File: config.mk
export PLATFORM = sky130hd
export DESIGN_NAME = chain_slot_slave
export DESIGN_NICKNAME = d
export VERILOG_FILES = /design/src/rtl/slot_chain_pkg.sv /design/src/rtl/slot_bit_counter.sv /design/src/rtl/slot_ctrl_fsm.sv /design/src/rtl/slot_tx_shifter.sv /design/src/rtl/slot_rx_shifter.sv /design/src/rtl/chain_slot_slave.sv
export SDC_FILE = /design/constraint.sdc
export NUM_CORES = 1
export LEC_CHECK = 0
export BUFFER_PORTS_ARGS = -buffer_cell sky130_fd_sc_hd__buf_2
export CORE_MARGIN = 1
export CORE_UTILIZATION = 55
export CTS_CLUSTER_DIAMETER = 200
export DETAILED_ROUTE_END_ITERATION = 16
export PLACE_DENSITY = 0.9
export SLEW_MARGIN = 20
export SYNTH_ARGS = -nofsm -noshare
export SYNTH_HDL_FRONTEND = slang
export SYNTH_SLANG_ARGS = --single-unit
File: constraint.sdc
create_clock -name clk -period 2.28 [get_ports clk]
set_input_delay 0 -clock clk [delete_from_list [all_inputs] [get_ports clk]]
set_output_delay 0 -clock clk [all_outputs]
set_load 0.01 [all_outputs]
File: src/rtl/slot_chain_pkg.sv
package slot_chain_pkg;

    typedef enum logic [1:0] {
        ST_IDLE  = 2'd0,
        ST_SHIFT = 2'd1,
        ST_LAST  = 2'd2
    } slot_state_e;

endpackage

File: src/rtl/slot_bit_counter.sv
module slot_bit_counter #(
    parameter int W = 8
) (
    input  logic clk,
    input  logic rst_n,
    input  logic load_i,
    input  logic active_i,
    output logic penult_o
);
    localparam int CW = (W > 2) ? $clog2(W) : 1;
    localparam logic [CW-1:0] PENULT = CW'(W - 2);

    logic [CW-1:0] cnt_q;

    always_ff @(posedge clk) begin
        if (!rst_n) begin
            cnt_q <= '0;
        end else if (load_i) begin
            cnt_q <= '0;
        end else if (active_i) begin
            cnt_q <= cnt_q + 1'b1;
        end
    end

    assign penult_o = (cnt_q == PENULT);

endmodule

File: src/rtl/slot_ctrl_fsm.sv
module slot_ctrl_fsm
    import slot_chain_pkg::*;
(
    input  logic clk,
    input  logic rst_n,
    input  logic fs_i,
    input  logic penult_i,
    output logic load_o,
    output logic active_o,
    output logic last_o
);
    slot_state_e state_q, state_d;

    always_ff @(posedge clk) begin
        if (!rst_n) state_q <= ST_IDLE;
        else        state_q <= state_d;
    end

    always_comb begin
        state_d = state_q;
        unique case (state_q)
            ST_IDLE:  if (fs_i)     state_d = ST_SHIFT;   // accept
            ST_SHIFT: if (penult_i) state_d = ST_LAST;    // penultimate
            ST_LAST:  state_d = fs_i ? ST_SHIFT : ST_IDLE; // rechain / finish
            default:  state_d = ST_IDLE;
        endcase
    end

    always_comb begin
        load_o   = 1'b0;
        active_o = 1'b0;
        last_o   = 1'b0;
        unique case (state_q)
            ST_IDLE:  load_o = fs_i;
            ST_SHIFT: active_o = 1'b1;
            ST_LAST: begin
                active_o = 1'b1;
                last_o   = 1'b1;
                load_o   = fs_i;
            end
            default: ;
        endcase
    end

    AST_FSO_SINGLE: assert property (@(posedge clk) disable iff (!rst_n)
        last_o |=> !last_o);
    AST_MIDWORD_FS_IGNORED: assert property (@(posedge clk) disable iff (!rst_n)
        (state_q == ST_SHIFT && fs_i && !penult_i) |=> (state_q == ST_SHIFT));
    AST_RECHAIN: assert property (@(posedge clk) disable iff (!rst_n)
        (last_o && fs_i) |=> (active_o && !last_o));

endmodule

File: src/rtl/slot_tx_shifter.sv
module slot_tx_shifter #(
    parameter int W = 8
) (
    input  logic         clk,
    input  logic         rst_n,
    input  logic         load_i,
    input  logic         active_i,
    input  logic [W-1:0] word_i,
    output logic         bit_o
);
    logic [W-1:0] sreg_q;

    always_ff @(posedge clk) begin
        if (!rst_n) begin
            sreg_q <= '0;
        end else if (load_i) begin
            sreg_q <= word_i;
        end else if (active_i) begin
            sreg_q <= {sreg_q[W-2:0], 1'b0};
        end else begin
            sreg_q <= '0;
        end
    end

    assign bit_o = sreg_q[W-1];

endmodule

File: src/rtl/slot_rx_shifter.sv
module slot_rx_shifter #(
    parameter int W = 8
) (
    input  logic         clk,
    input  logic         rst_n,
    input  logic         active_i,
    input  logic         last_i,
    input  logic         sd_i,
    output logic [W-1:0] word_o,
    output logic         valid_o
);
    logic [W-2:0] acc_q;

    always_ff @(posedge clk) begin
        if (!rst_n) begin
            acc_q   <= '0;
            word_o  <= '0;
            valid_o <= 1'b0;
        end else begin
            valid_o <= 1'b0;
            if (active_i) begin
                if (W > 2) acc_q <= {acc_q[(W > 2 ? W-3 : 0):0], sd_i};
                else       acc_q <= sd_i;
            end
            if (last_i) begin
                word_o  <= {acc_q, sd_i};
                valid_o <= 1'b1;
            end
        end
    end

    AST_VALID_PULSE: assert property (@(posedge clk) disable iff (!rst_n)
        valid_o |=> !valid_o);

endmodule

File: src/rtl/chain_slot_slave.sv
module chain_slot_slave #(
    parameter int W = 8
) (
    input  logic         clk,
    input  logic         rst_n,
    input  logic         fs_in,
    input  logic [W-1:0] tx_word,
    input  logic         sd_in,
    output logic         sd_out,
    output logic         sd_oe,
    output logic         fso_out,
    output logic [W-1:0] rx_word,
    output logic         rx_valid
);
    logic load_w, active_w, last_w, penult_w, tx_bit_w;

    slot_ctrl_fsm u_fsm (
        .clk      (clk),
        .rst_n    (rst_n),
        .fs_i     (fs_in),
        .penult_i (penult_w),
        .load_o   (load_w),
        .active_o (active_w),
        .last_o   (last_w)
    );

    slot_bit_counter #(.W(W)) u_cnt (
        .clk      (clk),
        .rst_n    (rst_n),
        .load_i   (load_w),
        .active_i (active_w),
        .penult_o (penult_w)
    );

    slot_tx_shifter #(.W(W)) u_tx (
        .clk      (clk),
        .rst_n    (rst_n),
        .load_i   (load_w),
        .active_i (active_w),
        .word_i   (tx_word),
        .bit_o    (tx_bit_w)
    );

    slot_rx_shifter #(.W(W)) u_rx (
        .clk      (clk),
        .rst_n    (rst_n),
        .active_i (active_w),
        .last_i   (last_w),
        .sd_i     (sd_in),
        .word_o   (rx_word),
        .valid_o  (rx_valid)
    );

    assign sd_oe   = active_w;
    assign fso_out = last_w;
    assign sd_out  = tx_bit_w;

    AST_START_WINDOW: assert property (@(posedge clk) disable iff (!rst_n)
        (!sd_oe && fs_in) |=> sd_oe);
    AST_FSO_IN_WINDOW: assert property (@(posedge clk) disable iff (!rst_n)
        fso_out |-> sd_oe);
    AST_QUIET_WHEN_OFF: assert property (@(posedge clk) disable iff (!rst_n)
        !sd_oe |-> !sd_out);
    AST_FSO_THEN_VALID: assert property (@(posedge clk) disable iff (!rst_n)
        fso_out |=> rx_valid);

endmodule

==> results of run 1 <==
## final timing paths
path,start,to,slack [ns],cells past startpoint
setup / recovery,u_fsm.state_q[0]$_SDFFE_PN0P_,u_tx.sreg_q[2]$_SDFF_PN0_,0.46,4
hold / removal,tx_word[1],u_tx.sreg_q[1]$_SDFF_PN0_,0.43,3
setup reg to reg,u_fsm.state_q[0]$_SDFFE_PN0P_,u_tx.sreg_q[2]$_SDFF_PN0_,0.46,4
hold reg to reg,u_tx.sreg_q[0]$_SDFF_PN0_,u_tx.sreg_q[1]$_SDFF_PN0_,0.45,1
## final cells by class
type,instances,area [um2],share of cell area (%)
Inverter,5,18.8,1.31
Tap cell,27,33.8,2.36
Clock inverter,1,5.00,0.349
Clock buffer,7,65.1,4.54
Sequential cell,29,581,40.5
Multi-Input combinational cell,67,505,35.3
Timing Repair Buffer,34,225,15.7
## flip-flops by register name (all words and copies together) (netlist names)
signal / count
u_rx.word_o: 8
u_rx.acc_q: 7
u_tx.sreg_q: 8
u_rx.valid_o: 1
u_cnt.cnt_q: 3
u_fsm.state_q: 2
## placed cells by master, fill, tap and decap left out
cell type,n
a211oi_1,1
a21bo_2,1
a21boi_0,1
a21oi_1,2
a22o_1,7
and2_1,2
and3_1,1
buf_2,23
clkbuf_4,5
clkbuf_8,2
clkinv_2,1
dfxtp_1,29
dlygate4sd3_1,11
ha_1,8
inv_1,4
inv_2,1
mux2i_1,15
nand2_1,2
nand3b_1,1
nor2_1,18
nor2_2,1
nor2b_1,1
o2111ai_1,1
o21ai_0,2
o21ai_2,1
xnor2_1,1
xor2_1,1
## Yosys cell counts (all sizes together)
master	count
and2	2
o21ai	3
inv	5
nor2	19
a21boi	1
a22o	7
ha	8
o2111ai	1
nor2b	1
dfxtp	29
xor2	1
and3	1
mux2i	15
a21oi	2
a211oi	1
xnor2	1
buf	4
nand2	2
nand3b	1
a21bo	1
## what timing repair did
| action | CTS | global route |
|---|---|---|
| endpoints found under the hold margin | 15 | 0 |
| hold buffers | 11 | 0 |
| setup endpoints to repair | 0 | 0 |
## metal layers
layer  part of all wire (%)  up-vias  GRT usage, %  wire [um]
li1                       -      429             -          -
met1                     46      390          24.9        963
met2                     47       22          30.4        972
met3                    4.7        4          9.62         98
met4                    2.5        0          13.1         52
met5                      0        -             0          0
## through the flow
step | util, % | setup WS, ns
floorplan | - | 0.903
global placement | 64.6 | 0.643
detailed placement | 64.6 | 0.521
CTS | 73.8 | 0.482
global route | 73.8 | 0.345
finish | 73.8 | 0.460
## logic make-up after synthesis
logic type | after synthesis | share of synthesized area [%]
compound gates | 16 | 10.9
flops | 29 | 51.2
buf+inv | 9 | 4.19
simple gates | 26 | 10.0
xor+xnor | 2 | 1.55
mux | 15 | 13.2
fa+ha+maj | 8 | 8.83
## worst max-delay path: cells and delay by family (launching register included)
kind                       cells  cell delay, ns
adders and majority gates      1            0.66
DFF                            1            0.41
and+or+nand+nor                1            0.40
AOI/OAI and AO/OA              1            0.19
buffers and inverters          1            0.11
## power groups by stage
stage / Clock (mW) / Combinational, mW / Sequential [mW]
finish: 0.347 / 0.161 / 0.544
global route: 0.378 / 0.176 / 0.547
CTS: 0.356 / 0.159 / 0.543
detailed placement: 0 / 0.144 / 0.555
global placement: 0 / 0.137 / 0.553
floorplan: 0 / 0.113 / 0.553
==> reports/metrics.cfg, run 1 <==
[power_and_ir_drop]
vdd_ir_drop_max_uv = 735
cellLeakagePower_nw = 0.629
pwr-share-comb_pct = 15.3
power_mw = 1.05
switching_share_pct = 25.3
switchingPower_mw = 0.265
pwr-share-seq_pct = 51.7
internal_power_mw = 0.786
clockPowerShare_pct = 33.0
power_density_nw_per_um2 = 733

[grt]
grt-ovfl-total = 0
grt_pass1_wl_mm = 3.05
grt_start_max_net_pins = 19
grt_pass1_vias = 714
grt_usage_pct = 20.9
grt_antenna_before_repair = 0

[final_layout]
drive_gt1_share_pct = 24.5
antenna_cells = 0
area_growth_pct = 26.5
fin_cells = 170
fillers = 144
nets = 162
finish.instance_area_um2 = 1430

[die]
fp-row-count = 16
start_util_pct = 58.4
die_area_um2 = 2250
floorplan.core_area_um2 = 1940
die_w_um = 47.4
die_h_um = 47.4
pin_count = 24

[critical_path]
arrival_ns = 2.09
cp_max_fo = 13
critPathLaunchType = register
slowest_delay_ns = 0.66
crit_chain = inv_1 > ha_1 > and3_1 > a22o_1
cp_slowest_cell = ha_1
endpoint_kind = register
required_ns = 2.55
path_class = reg -> reg

[cts]
cts_setup_buffers = 0
cts_tree = built
clk_path_buf_depth = 2
ctsResizeCount = 0
clk-insertion-delay-late_ns = 0.32
cts.reportedPaths.clkPinSlew_ns = 0.09
htree_levels = 2
cts.sinks = 29
numCtsBuffers = 5
cts_root_buffer = clkbuf_4

[route]
vias_per_cell = 4.97
wl_per_cell_um = 12.3
drtAntennaViolNets = 0
drt_wl_total_mm = 2.09
drt_first_pass_iters = 4
drc_errors = 0
drtIter0Drc = 13
vias = 845

[placed_design]
dp_hpwl_mm = 1.36
gp_congestion = 0.704
portBuffers = 23
place_area_um2 = 1250
dp_cells = 151

[timing]
period_needed_ns = 1.82
fin_worst_skew_ns = 0.00501
setup_viol = 0
finalHoldViolations = 0
rsz0062_at_grt = no
setup_tns_ns = 0
relSlewSlack_pct = 62.3
hold_slack_ns = 0.428
fmax_mhz = 550
maxSlewViolCount = 0
post-route-period-util_pct = 79.8
worst_slew_pin_slew_ns = 0.565

[yosys]
avgSynthCellArea_um2 = 10.8
synth_nets = 125
syn_area_um2 = 1130
synth_cell_types = 25
synth-seq-cells = 29
syn_inst = 105
synth_area_leaders = dfxtp_1 51%, mux2i_1 13%, ha_1 8.8%, nor2_1 6.0%, a22o_1 5.4%
synth_top_area_cell = dfxtp_1
ys_seq_area_share_pct = 51.2
yosysWarnings = 0
synth_top_area_share_pct = 51.2

[job]
drv_cap = 0

[run_status]
status = finished, final reports clean

[min_path]
hold_class = in -> reg

Power figures use the tool's default switching activity.
==> inputs of run 2 (changes only) <==
Settings changed: ABC_AREA set to 1, CORE_UTILIZATION 55 to 52, PLACE_DENSITY 0.9 to 0.86.
Clock period 2.28 ns to 1.85 ns, I/O delays scaled along.
==> run 2 against run 1 <==
- via count up 21%
- design area rose by 3.2%
- clock-buffer cell count stayed put
- critical path type is now reg -> out
- critical endpoint is now sd_oe
- largest cell class unchanged
- largest power group is now combinational logic
==> reports/metrics.cfg, run 2 <==
[timing]
post-route-period-util_pct = 84.0
setup_tns_ns = 0  ; unchanged
maxSlewViolCount = 0  ; unchanged
setup_viol = 0  ; unchanged
worst_slew_pin_slew_ns = 0.432  ; -0.134 ns
finalHoldViolations = 0  ; unchanged
rsz0062_at_grt = no
hold_slack_ns = 0.0604  ; -0.367 ns
fmax_mhz = 644
fin_ws_ns = 0.296  ; -0.164 ns
relSlewSlack_pct = 71.2  ; +8.9 points
fin_worst_skew_ns = 0.00780  ; +0.00279 ns
period_needed_ns = 1.55

[yosys]
synth-seq-cells = 29  ; unchanged
synth_area_leaders = dfxtp_1 48%, nor2_1 11%, nand2_1 9.0%, ha_1 8.3%, o21ai_0 6.2%
synth_nets = 167  ; +34%
synth_cell_types = 18  ; -28%
ys_top_cells_by_count = 34 x nor2_1, 29 x dfxtp_1, 29 x nand2_1
syn_area_um2 = 1200  ; +6.2%
ys.flop_type = dfxtp_1
yosysWarnings = 0  ; unchanged
synth_top_area_share_pct = 48.2  ; -3.0 points
yosysMostFrequentCell = nor2_1
syn_inst = 147  ; +40%
avgSynthCellArea_um2 = 8.19  ; -24%
synth_top_area_cell = dfxtp_1
ys_async_sr_fraction_pct = 0  ; unchanged
synth_edf_count = 0  ; unchanged
ys_seq_area_share_pct = 48.2  ; -3.0 points

[min_path]
hold_start = fs_in
hold_class = in -> reg
min_to = u_tx.sreg_q[0]$_SDFF_PN0_
hold_path_depth = 3  ; unchanged

[power_and_ir_drop]
vdd_ir_drop_max_uv = 917  ; +25%
power_mw = 2.38  ; +130%
power_density_nw_per_um2 = 1610  ; +120%
cellLeakagePower_nw = 0.742  ; +18%

[route]
drt_wl_total_mm = 2.40  ; +15%
wl_per_cell_um = 11.4  ; -6.9%
vias = 1023  ; +21%
drtIter0Drc = 8  ; -5
vias_per_cell = 4.87  ; -2.0%
drc_errors = 0  ; unchanged
drtAntennaViolNets = 0  ; unchanged
drt_first_pass_iters = 4  ; unchanged

[placed_design]
portBuffers = 23  ; unchanged
place_area_um2 = 1320  ; +5.3%
dp_hpwl_mm = 1.59  ; +17%
gp_congestion = 0.796  ; +13%
dpl_worst_slack_ns = 0.303  ; -0.218 ns

[grt]
grt-ovfl-total = 0  ; unchanged
grt_usage_pct = 22.7  ; +1.7 points
grt_antenna_before_repair = 0  ; unchanged
grt_pass1_vias = 991  ; +39%
grt_start_max_net_pins = 28  ; +9
grt_pass1_wl_mm = 4.09  ; +34%

[cts]
htree_levels = 2  ; unchanged
clk-insertion-delay-late_ns = 0.32  ; about the same
clk_path_buf_depth = 2  ; unchanged
cts.sinks = 29  ; unchanged
cts_root_buffer = clkbuf_4
cts_setup_buffers = 0  ; unchanged
ctsResizeCount = 0  ; unchanged
cts.reportedPaths.clkPinSlew_ns = 0.09  ; about the same
numCtsBuffers = 5  ; unchanged
cts_tree = built

[final_layout]
antenna_cells = 0  ; unchanged
largestRegisters = u_rx.word_o x8, u_tx.sreg_q x8, u_rx.acc_q x7
finish.instance_area_um2 = 1480  ; +3.2%
drive_gt1_share_pct = 21.4  ; -3.0 points
final_cell_mix = 34 x nor2_1, 29 x nand2_1, 29 x dfxtp_1
area_growth_pct = 23.0
final_common_cell = nor2_1
nets = 201  ; +24%

[critical_path]
regToRegSetupSlack_ns = 0.30  ; -0.16 ns
crit_chain = inv_1 > ha_1 > buf_2
slowest_delay_ns = 0.52  ; -0.14 ns
cp_max_fo = 12  ; -1
critPathLaunchType = register
r2r-start = u_fsm.state_q[0]$_SDFFE_PN0P_
cp_slowest_cell = ha_1
arrival_ns = 1.55  ; -0.54 ns
timing.rr.end = u_cnt.cnt_q[1]$_SDFFE_PP0N_
required_ns = 1.85  ; -0.70 ns
reg2reg_depth = 5  ; +1
crit_buf_inv = 2  ; +1
crit_family = adder cells
path_class = reg -> out
endpoint_kind = output pin

[die]
fp-row-count = 17  ; +1
pin_count = 24  ; unchanged
die_area_um2 = 2510  ; +12%
start_util_pct = 54.9  ; -3.4 points
die_w_um = 50.1  ; +5.7%
floorplan.core_area_um2 = 2190  ; +13%
die_h_um = 50.1  ; +5.7%

[job]
drv_cap = 0  ; unchanged

[run_status]
status = finished, final reports clean

## run 2: cell types whose count changed in the layout (fill, tap and decap cells not counted), moves of 7 or more
| cell | before | now |
|---|---|---|
| mux2i_1 | 15 | 0 |
| a22o_1 | 7 | 0 |
| nand2_1 | 2 | 29 |
| nor2_1 | 18 | 34 |
| nand4_1 | 0 | 7 |
| o21ai_0 | 2 | 15 |
## run 2: worst min-delay path: cells and delay by family
| kind | cells | cell delay (ns) |
|---|---|---|
| AOI/OAI and AO/OA | 1 | 0.15 |
| buffers and inverters | 1 | 0.13 |
| and+or+nand+nor | 1 | 0.07 |
## run 2: what timing repair did
item                                    CTS  global route
endpoints found under the hold margin    10             0
hold buffers                              9             0
endpoints found under the setup margin    0             0
## run 2: how the worst max path moves through the flow
stage / start / endpoint / slack (ns) / cells after the start
after floorplan: u_fsm.state_q[0]$_SDFFE_PN0P_ / u_rx.acc_q[4]$_SDFFE_PN0N_ / 0.45 / 6
after global placement: u_fsm.state_q[0]$_SDFFE_PN0P_ / u_cnt.cnt_q[1]$_SDFFE_PP0N_ / 0.40 / 5
after detailed placement: u_fsm.state_q[0]$_SDFFE_PN0P_ / u_cnt.cnt_q[1]$_SDFFE_PP0N_ / 0.30 / 5
after CTS: u_fsm.state_q[0]$_SDFFE_PN0P_ / sd_oe / 0.29 / 3
after global routing: u_fsm.state_q[1]$_SDFFE_PN0P_ / u_cnt.cnt_q[2]$_SDFFE_PP0N_ / 0.16 / 5
final: u_fsm.state_q[0]$_SDFFE_PN0P_ / sd_oe / 0.30 / 3
## run 2: area by class of cell
cell class / instances / area [um2]
fillers: 188 / 711
flip-flops and latches: 29 / 581
multi-input cells: 103 / 546
repair buffers: 33 / 213
clock buffers: 7 / 65.1
inverters: 9 / 36.3
well taps: 28 / 35.0
clock inverters: 1 / 5.00
## run 2: kinds of logic after synthesis
kind of cell | after synthesis | share of synthesized area (%)
buffers and inverters | 15 | 6.44
DFF | 29 | 48.2
adders and majority gates | 8 | 8.32
AOI/OAI and AO/OA | 20 | 10.2
and+or+nand+nor | 75 | 26.8
## run 2: metrics by stage
step | instances | util, %
final | 210 | 67.6
after global routing | 210 | 67.6
after CTS | 210 | 67.6
after detailed placement | 193 | 60.3
after global placement | 193 | 60.3
after floorplan | 147 | -
## run 2: power by group
part | leakage [nW] | total [mW] | internal [mW] | switching [mW]
logic | 0.463 | 1.02 | 0.369 | 0.649
registers | 0.238 | 0.923 | 0.817 | 0.106
clock network | 0.0413 | 0.437 | 0.220 | 0.217
total | 0.742 | 2.38 | 1.41 | 0.971
## run 2: metal layers
| metal | track usage (%) | vias up | routed length (um) |
|---|---|---|---|
| met2 | 39.6 | 28 | 1190 |
| met5 | 0 | - | 0 |
| met4 | 11.4 | 0 | 55 |
| met3 | 8.33 | 7 | 124 |
| met1 | 23.3 | 448 | 1030 |
| li1 | - | 540 | - |
==> inputs of run 3 (changes only) <==
Settings changed: CORE_UTILIZATION 52 to 47, PLACE_DENSITY 0.86 to 0.83.
Clock period 1.85 ns to 1.3 ns, I/O delays scaled along.
==> run 3 against run 2 <==
- hold slack worse by 0.026 ns
- global-route usage about the same
- via count up 2.4%
==> reports/metrics.cfg, run 3 (synthesized netlist as in run 2, its figures left out) <==
[run_status]
status = finished, final reports clean

[power_and_ir_drop]
switching_share_pct = 38.0  ; -2.8 points
internal_power_mw = 2.50  ; +78%
cellLeakagePower_nw = 0.794  ; +7.1%
pwr-share-seq_pct = 32.6  ; -6.2 points
pwr-share-comb_pct = 48.2  ; +5.4 points
vdd_ir_drop_max_uv = 1650  ; +80%
switchingPower_mw = 1.54  ; +58%
clockPowerShare_pct = 19.2  ; +0.8 points
power_density_nw_per_um2 = 2510  ; +57%
power_mw = 4.04  ; +70%

[timing]
fin_worst_skew_ns = 0.0163  ; +0.00846 ns
maxSlewViolCount = 0  ; unchanged
period_needed_ns = 1.27
worst_slew_pin_slew_ns = 0.244  ; -0.188 ns
relSlewSlack_pct = 83.7  ; +13 points
fmax_mhz = 786
post-route-period-util_pct = 97.8
finalHoldViolations = 0  ; unchanged
rsz0062_at_grt = yes
hold_slack_ns = 0.0348  ; -0.0256 ns
setup_viol = 0  ; unchanged

[final_layout]
final_cell_mix = 34 x nor2_1, 29 x nand2_1, 27 x dfxtp_1
fillers = 190  ; +1.1%
largestRegisters = u_rx.word_o x8, u_tx.sreg_q x8, u_rx.acc_q x7
fin_util_pct = 69.2  ; +1.7 points
antenna_cells = 0  ; unchanged
nets = 209  ; +4.0%
finish.instance_area_um2 = 1610  ; +8.5%
final_common_cell = nor2_1
drive_gt1_share_pct = 27.9  ; +6.5 points
area_growth_pct = 33.4

[route]
drt_wl_total_mm = 2.52  ; +4.9%
drtAntennaViolNets = 0  ; unchanged
drt_first_pass_iters = 4  ; unchanged
wl_per_cell_um = 11.5  ; +1.0%
vias_per_cell = 4.81  ; -1.3%
drc_errors = 0  ; unchanged
drtIter0Drc = 7  ; -1
vias = 1048  ; +2.4%

[grt]
grt_antenna_before_repair = 0  ; unchanged
grt_usage_pct = 22.7  ; about the same
grt_pass1_wl_mm = 4.51  ; +10%
grt-ovfl-total = 0  ; unchanged
grt_start_max_net_pins = 18  ; -36%
grt_pass1_vias = 1056  ; +6.6%

[critical_path]
slowest_delay_ns = 0.38  ; -0.14 ns
cp_max_fo = 10  ; -2
cp_slowest_cell = dfxtp_2
required_ns = 1.57  ; -0.28 ns
r2r-start = u_fsm.state_q[1]$_SDFFE_PN0P_
regToRegSetupSlack_ns = 0.03  ; -0.27 ns
timing.rr.end = u_cnt.cnt_q[1]$_SDFFE_PP0N_
endpoint_kind = register
crit_chain = inv_4 > ha_4 > buf_6 > inv_4 > or2_1 > a21oi_2
cp-startpoint = u_fsm.state_q[1]$_SDFFE_PN0P_
cpMostUsedCell = inv_4
reg2reg_depth = 6  ; +1
critPathLaunchType = register
cp-endpoint = u_cnt.cnt_q[1]$_SDFFE_PP0N_
arrival_ns = 1.54  ; about the same
path_class = reg -> reg

[die]
die_h_um = 52.6  ; +5.0%
die_area_um2 = 2770  ; +10%
die_w_um = 52.6  ; +5.0%
floorplan.core_area_um2 = 2320  ; +5.8%
start_util_pct = 51.9  ; -3.0 points
pin_count = 24  ; unchanged
fp-row-count = 17  ; unchanged

[cts]
cts_tree = built
cts_root_buffer = clkbuf_4
clk_path_buf_depth = 2  ; unchanged
numCtsBuffers = 5  ; unchanged
clk-insertion-delay-late_ns = 0.32  ; about the same
cts.sinks = 29  ; unchanged
cts.reportedPaths.clkPinSlew_ns = 0.11  ; +0.02 ns
htree_levels = 2  ; unchanged

[placed_design]
gp_congestion = 0.760  ; -4.5%
portBuffers = 23  ; unchanged
place_area_um2 = 1360  ; +2.8%
dp_hpwl_mm = 1.72  ; +8.0%

[job]
drv_cap = 0  ; unchanged

[min_path]
hold_class = in -> reg

==> run 3: cell count changes in the layout (fill, tap and decap cells not counted), moves of 2 or more <==
| cell | before | now |
|---|---|---|
| dfxtp_1 | 29 | 27 |
| inv_1 | 8 | 6 |
| buf_6 | 0 | 3 |
| buf_4 | 1 | 6 |
| ha_1 | 8 | 6 |
| dfxtp_2 | 0 | 2 |
==> run 3: repair_timing <==
item	CTS	global route
endpoints found under the hold margin	10	0
pin swaps	1	2
hold buffers	9	0
gates resized for setup	3	4
buffers inserted	4	1
setup endpoints to repair	11	18
==> run 3: stage by stage <==
stage	TNS [ns]	cells	worst slack (ns)
floorplan	0	147	0.0231
global placement	0	196	0.0336
detailed placement	-0.319	196	-0.0482
CTS	0	217	0.0250
global route	-0.275	218	-0.0472
finish	0	218	0.0282
==> run 3: worst min-delay path by stage <==
| stage | start | to | slack [ns] | cells after the start |
|---|---|---|---|---|
| CTS | rst_n | u_rx.word_o[1]$_SDFFE_PN0N_ | 0.03 | 3 |
| detailed placement | tx_word[5] | u_tx.sreg_q[5]$_SDFF_PN0_ | 0.21 | 3 |
| finish | rst_n | u_rx.word_o[1]$_SDFFE_PN0N_ | 0.03 | 3 |
| floorplan | tx_word[3] | u_tx.sreg_q[3]$_SDFF_PN0_ | 0.11 | 2 |
| global placement | tx_word[6] | u_tx.sreg_q[6]$_SDFF_PN0_ | 0.20 | 3 |
| global route | rst_n | u_rx.word_o[4]$_SDFFE_PN0N_ | 0.05 | 3 |
==> run 3: final cells by class <==
| cell class | count | area (um2) | share of cell area (%) |
|---|---|---|---|
| flip-flops and latches | 29 | 583 | 36.3 |
| multi-input cells | 103 | 561 | 34.9 |
| repair buffers | 41 | 299 | 18.6 |
| clock buffers | 6 | 51.3 | 3.20 |
| inverters | 9 | 38.8 | 2.42 |
| clock inverters | 2 | 37.5 | 2.34 |
| well taps | 28 | 35.0 | 2.18 |
==> run 3: critical path, delay by kind of cell, from the launching register on <==
family	cells	cell delay, ns
adder cells (fa/ha/maj)	1	0.28
buffers and inverters	3	0.23
flip-flops	1	0.38
AND/OR/NAND/NOR	1	0.22
AO/OA/AOI/OAI	1	0.13
==> run 3: per-layer routing <==
layer	GRT usage (%)	routed length [um]	share of wire, %	up-vias
li1	-	-	-	547
met1	26.9	1140	45	472
met2	38.4	1260	50	24
met3	5.22	95	3.8	5
met4	10.1	27	1.1	0
met5	0	0	0	-
==> run 3: power by group through the flow <==
stage               registers, mW  clock network (mW)  logic [mW]
floorplan                    1.36                   0        1.14
global placement             1.31                   0        1.53
detailed placement           1.33                   0        1.61
CTS                          1.31               0.790        1.80
global route                 1.35               0.843        2.20
finish                       1.32               0.774        1.94
